**src/rtl/segdac_pkg.sv**
```systemverilog
package segdac_pkg;

   // Physical cell index for the rank-th enabled unit cell out of n cells:
   // centre first, then alternately one step left and one step right.
   function automatic int sym_pos(input int rank, input int n);
      int ctr;
      ctr = n / 2;
      if (rank == 0)
         return ctr;
      else if ((rank % 2) == 1)
         return ctr - (rank + 1) / 2;
      else
         return ctr + rank / 2;
   endfunction

endpackage

```
**src/rtl/segdac_therm_dec.sv**
```systemverilog
module segdac_therm_dec #(
   parameter int IN_W  = 4,
   parameter int OUT_W = (1 << IN_W) - 1
) (
   input  logic [IN_W-1:0]  bin_val,
   output logic [OUT_W-1:0] run_code
);

   if (OUT_W != (1 << IN_W) - 1) begin : g_bad_width
      $error("segdac_therm_dec: OUT_W must equal 2**IN_W-1");
   end

   for (genvar i = 0; i < OUT_W; i++) begin : g_bit
      assign run_code[i] = (bin_val > IN_W'(i));
   end

endmodule

```
**src/rtl/segdac_sym_map.sv**
```systemverilog
module segdac_sym_map #(
   parameter int N = 15
) (
   input  logic [N-1:0] rank_en,
   output logic [N-1:0] cell_en
);

   for (genvar g = 0; g < N; g++) begin : g_route
      localparam int P = segdac_pkg::sym_pos(g, N);
      if (P < 0 || P >= N) begin : g_bad_pos
         $error("segdac_sym_map: position out of range");
      end
      assign cell_en[P] = rank_en[g];
   end


   always_comb begin
      perm_count_chk : assert ($countones(cell_en) == $countones(rank_en))
         else $error("segdac_sym_map: mapping lost or duplicated a cell");
   end

endmodule

```
**src/rtl/segdac_delay.sv**
```systemverilog
module segdac_delay #(
   parameter int W     = 4,
   parameter int DEPTH = 1
) (
   input  logic         clk,
   input  logic         rst,
   input  logic         en,
   input  logic [W-1:0] din,
   output logic [W-1:0] dout
);

   if (DEPTH < 1) begin : g_bad_depth
      $error("segdac_delay: DEPTH must be at least 1");
   end

   if (DEPTH == 1) begin : g_single
      logic [W-1:0] q;
      always_ff @(posedge clk) begin
         if (rst)     q <= '0;
         else if (en) q <= din;
      end
      assign dout = q;
   end else begin : g_chain
      logic [W-1:0] q [DEPTH];
      always_ff @(posedge clk) begin
         if (rst) begin
            for (int s = 0; s < DEPTH; s++) q[s] <= '0;
         end else if (en) begin
            q[0] <= din;
            for (int s = 1; s < DEPTH; s++) q[s] <= q[s-1];
         end
      end
      assign dout = q[DEPTH-1];
   end

endmodule

```
**src/rtl/segdac_ctrl.sv**
```systemverilog
module segdac_ctrl #(
   parameter int MSB_W = 4,
   parameter int LSB_W = 4
) (
   input  logic                         clk,
   input  logic                         rst,
   input  logic                         code_vld,
   input  logic [MSB_W+LSB_W-1:0]       code,
   output logic [(1 << MSB_W)-2:0]      unit_en,
   output logic [LSB_W-1:0]             bin_en,
   output logic                         out_vld
);

   localparam int CODE_W  = MSB_W + LSB_W;
   localparam int N_UNIT  = (1 << MSB_W) - 1;
   localparam int DEC_LAT = 1;

   if (MSB_W < 1 || MSB_W > 10) begin : g_bad_msb
      $error("segdac_ctrl: MSB_W out of range 1..10");
   end
   if (LSB_W < 1 || LSB_W > 16) begin : g_bad_lsb
      $error("segdac_ctrl: LSB_W out of range 1..16");
   end

   logic [MSB_W-1:0]  msb_f;
   logic [LSB_W-1:0]  lsb_f;
   logic [N_UNIT-1:0] run_d;
   logic [N_UNIT-1:0] run_q;
   logic [N_UNIT-1:0] cell_map;
   logic [LSB_W-1:0]  lsb_q;
   logic              vld_q;

   assign msb_f = code[CODE_W-1:LSB_W];
   assign lsb_f = code[LSB_W-1:0];

   // Stage 1: unit field decoded and registered
   segdac_therm_dec #(.IN_W(MSB_W), .OUT_W(N_UNIT)) u_dec (
      .bin_val (msb_f),
      .run_code(run_d)
   );

   always_ff @(posedge clk) begin
      if (rst) begin
         run_q <= '0;
         vld_q <= 1'b0;
      end else begin
         if (code_vld) run_q <= run_d;
         vld_q <= code_vld;
      end
   end

   // Stage 1: binary field through a matched dummy delay
   segdac_delay #(.W(LSB_W), .DEPTH(DEC_LAT)) u_lsb_dly (
      .clk (clk),
      .rst (rst),
      .en  (code_vld),
      .din (lsb_f),
      .dout(lsb_q)
   );

   segdac_sym_map #(.N(N_UNIT)) u_map (
      .rank_en(run_q),
      .cell_en(cell_map)
   );

   // Stage 2: one retiming flop per cell control
   always_ff @(posedge clk) begin
      if (rst) begin
         unit_en <= '0;
         bin_en  <= '0;
         out_vld <= 1'b0;
      end else begin
         if (vld_q) begin
            unit_en <= cell_map;
            bin_en  <= lsb_q;
         end
         out_vld <= vld_q;
      end
   end


   rst_clear_chk : assert property (@(posedge clk)
      $past(rst) |-> (unit_en == '0 && bin_en == '0 && !out_vld));


   unit_count_chk : assert property (@(posedge clk) disable iff (rst)
      (!$past(rst, 1) && !$past(rst, 2) && $past(code_vld, 2))
      |-> ($countones(unit_en) == int'($past(msb_f, 2))));


   bin_match_chk : assert property (@(posedge clk) disable iff (rst)
      (!$past(rst, 1) && !$past(rst, 2) && $past(code_vld, 2))
      |-> (bin_en == $past(lsb_f, 2)));


   vld_lat_chk : assert property (@(posedge clk) disable iff (rst)
      (!$past(rst, 1) && !$past(rst, 2)) |-> (out_vld == $past(code_vld, 2)));


   idle_hold_chk : assert property (@(posedge clk) disable iff (rst)
      (!$past(rst) && !out_vld) |-> ($stable(unit_en) && $stable(bin_en)));

endmodule

```
**config.mk**
```make
export PLATFORM = sky130hd
export DESIGN_NAME = segdac_ctrl
export DESIGN_NICKNAME = d
export VERILOG_FILES = /design/src/rtl/segdac_pkg.sv /design/src/rtl/segdac_therm_dec.sv /design/src/rtl/segdac_sym_map.sv /design/src/rtl/segdac_delay.sv /design/src/rtl/segdac_ctrl.sv
export SDC_FILE = /design/constraint.sdc
export NUM_CORES = 1
export LEC_CHECK = 0
export BUFFER_PORTS_ARGS = -buffer_cell sky130_fd_sc_hd__buf_2
export CORE_MARGIN = 2
export CORE_UTILIZATION = 57
export CTS_CLUSTER_SIZE = 24
export DETAILED_ROUTE_END_ITERATION = 6
export PLACE_DENSITY = 0.82
export SKIP_LAST_GASP = 1
export SLEW_MARGIN = 20
export SYNTH_ARGS = -nofsm -noshare
export SYNTH_HDL_FRONTEND = slang
export SYNTH_SLANG_ARGS = --single-unit
```
**constraint.sdc**
```tcl
create_clock -name clk -period 1.3 [get_ports clk]
set_input_delay 0.26 -clock clk [delete_from_list [all_inputs] [get_ports clk]]
set_output_delay 0.26 -clock clk [all_outputs]
set_load 0.03 [all_outputs]
```
==> summary.md <==
| Metric | Value |
|---|---|
| Detailed Routing Iterations Pass 1 | `4` |
| Fin nets | `186` |
| 1st-iter DRT viols | `5` |
| CP max stage delay | `360 ps` |
| CTS tree | `done` |
| DP Wirelength | `2060 um` |
| CP Buf/Inv Count | `1` |
| # rows | `18` |
| CP Capture Type | `output pin` |
| Post-synthesis compound-gate area fraction | `11.1%` |
| Slowest CP cell | `dfxtp_1` |
| Syn Area/Cell | `10.7 um2` |
| Die width | `55.8 um` |
| Mux share of post-synthesis cell area | `15.7%` |
| Port-buffer cells | `30` |
| Clock buffer count from CTS | `5` |
| Total number of vias | `1090` |
| Crit path launch type | `register` |
| Clock Sinks | `40` |
| Post-CTS Setup Bufs | `0` |
| Hold_buf cts | `0` |
| Pre-CTS setup slack | `214 ps` |
| Leakage | `0.758 nW` |
| Final Slew Violations | `0` |
| Starting Density | `61.2%` |
| Final wirelength | `2840 um` |
| Worst-Skew Late Latency | `350 ps` |
| Fmax | `848 MHz` |
| Synthesized area | `1530 um2` |
| Fill count | `208` |
| WP data arrival | `920 ps` |
| RSZ-0062 raised after global routing | `no` |
| Post-cts resize count | `0` |
| Final setup vio count | `0` |
| Initial antenna violation count | `0` |
| Vias in the first global route | `1065` |
| Sequential area share after synthesis | `52.4%` |
| Congestion Overflow GR | `0` |
| Cells after Synth | `143` |
| Synth Net Count | `154` |
| Hold crit path type | `primary input to register` |
| Diode count | `0` |
| Final setup skew | `13.9 ps` |
| Worst Max-Slew Pin Slew | `313 ps` |
| Total global routing track utilization | `20.5%` |
| Die area | `3110 um2` |
| Setup TNS | `0 ps` |
| Wire length per cell | `13.8 um` |
| H-tree depth | `2` |
| Largest net degree at the start of global routing | `18` |
| Syn-to-layout area delta | `13.7%` |
| Layout cells sized above 1 | `31.8%` |
| Synth Area in Simple Gates | `14.2%` |
| Slew headroom | `79.0%` |
| XOR/XNOR Fraction of Synth Area | `0%` |
| First-pass GRT wire length | `4820 um` |
| Fin. Hold Viols | `0` |
| Status | `complete, no violations` |
| Max-cap check violation count | `0` |
| Post-route DRC | `0` |
| Largest family of logic cells by synthesized area | `multiplexers` |
| Minimum clock period | `1180 ps` |
| Pwr dens | `1270 nW/um2` |
| Core ar. | `2500 um2` |
| #FFs+latches synth | `40` |
| Post-DRT Antenna Nets | `0` |
| Final setup margin | `121 ps` |
| Fin crit share | `90.7%` |
| Yosys Warn Count | `0` |
| Top delay family on crit path | `flip-flops` |
| Crit Path Class | `register to output pin` |
| Synth cell types | `25` |
| Via density per instance | `5.29` |
| RD Place Congestion | `0.810` |
| Peak supply drop | `1.04 mV` |
| Die height | `55.8 um` |
| Synth Area in Adders | `0%` |
| Clk Tree Root Cell | `clkbuf_4` |
| Clock transition at the registers of the reported paths | `120 ps` |
| Clk buf depth | `2` |
| CP cell instances | `buf_2` |
| Req. time, crit path | `1040 ps` |
| Crit-path max FO | `2` |
| Top-level port count | `31` |
| Hold WS | `159 ps` |
-- power by group --
group,internal [mW],switching [mW],total [mW]
Clock,0.257,0.391,0.649
Sequential,1.28,0.0271,1.31
Combinational,0.100,0.155,0.256
Total,1.64,0.573,2.21
-- area by class of cell --
type / count / area [um2] / share of cell area (%)
sequential: 40 / 801 / 46.1
clock inverter: 2 / 10.0 / 0.576
inverter: 2 / 7.51 / 0.432
tap: 30 / 37.5 / 2.16
clock buffer: 6 / 51.3 / 2.95
timing repair buffer: 37 / 203 / 11.7
multi-input combinational: 89 / 628 / 36.1
-- metal layers --
metal  global-route usage [%]  share of wire, %
met1                     23.5                43
met2                     33.0                50
met3                     7.91               4.8
met4                     10.5               2.0
met5                        0                 0
-- final timing paths --
| check | cells past startpoint | start | slack (ps) | to |
|---|---|---|---|---|
| worst max-delay path | 1 | unit_en[13]$_SDFFE_PP0P_ | 120 | unit_en[13] |
| worst min-delay path | 3 | code[3] | 160 | u_lsb_dly.dout[3]$_SDFFE_PP0P_ |
| worst max register to register | 3 | vld_q$_SDFF_PP0_ | 350 | unit_en[1]$_SDFFE_PP0P_ |
| worst min register to register | 2 | run_q[13]$_SDFFE_PP0P_ | 480 | run_q[13]$_SDFFE_PP0P_ |
-- cell families (layout without fill, tap and decap cells) --
logic type,Yosys count,count (layout)
AOI/OAI and AO/OA,16,16
buffers and inverters,14,47
DFF,40,40
muxes,24,24
and+or+nand+nor,49,49
-- cells in the mapped netlist, drive strengths merged --
cell | n | area (um2)
dfxtp | 40 | 801
nor2 | 35 | 131
mux2i | 24 | 240
buf | 11 | 88.8
a211oi | 5 | 62.6
nor2b | 4 | 30.0
a21oi | 3 | 15.0
nand2b | 3 | 18.8
a2111oi | 2 | 30.0
a311oi | 2 | 17.5
inv | 2 | 7.51
nand2 | 2 | 7.51
nand3 | 2 | 10.0
o32ai | 2 | 32.5
clkbuf | 1 | 3.75
nand4 | 1 | 6.26
nand4b | 1 | 8.76
nor3 | 1 | 5.00
o211ai | 1 | 7.51
o21ai | 1 | 5.00
-- layout by cell type (no fill, tap or decap), drive strengths merged --
cell / synthesis / routed
nor3: 1 / 1
nand4b: 1 / 1
mux2i: 24 / 24
o21ai: 1 / 1
buf: 11 / 37
clkinv: 0 / 2
a211oi: 5 / 5
nand3: 2 / 2
inv: 2 / 2
dfxtp: 40 / 40
a311oi: 2 / 2
nand2: 2 / 2
a21oi: 3 / 3
nor2: 35 / 35
o211ai: 1 / 1
nand2b: 3 / 3
nor2b: 4 / 4
a2111oi: 2 / 2
clkbuf: 1 / 6
nand4: 1 / 1
o32ai: 2 / 2
-- flip-flops by register name, indices dropped and copies added (netlist names) --
signal,count
bin_en,4
out_vld,1
run_q,15
u_lsb_dly.dout,4
unit_en,15
vld_q,1
-- through the flow --
stage                     instance area (um2)  util [%]  std cells  power, mW
after CTS                                1740      69.5        206       2.24
after global placement                   1680      67.1        198       1.58
final                                    1740      69.5        206       2.21
after floorplan                          1530         -        143       1.53
after global routing                     1740      69.5        206       2.31
after detailed placement                 1680      67.1        198       1.59
-- tightest hold or removal path: stages --
cell and delay [ps]:
buf_2 80, mux2i_1 60, nor2_1 80
Power figures use the tool's default switching activity.
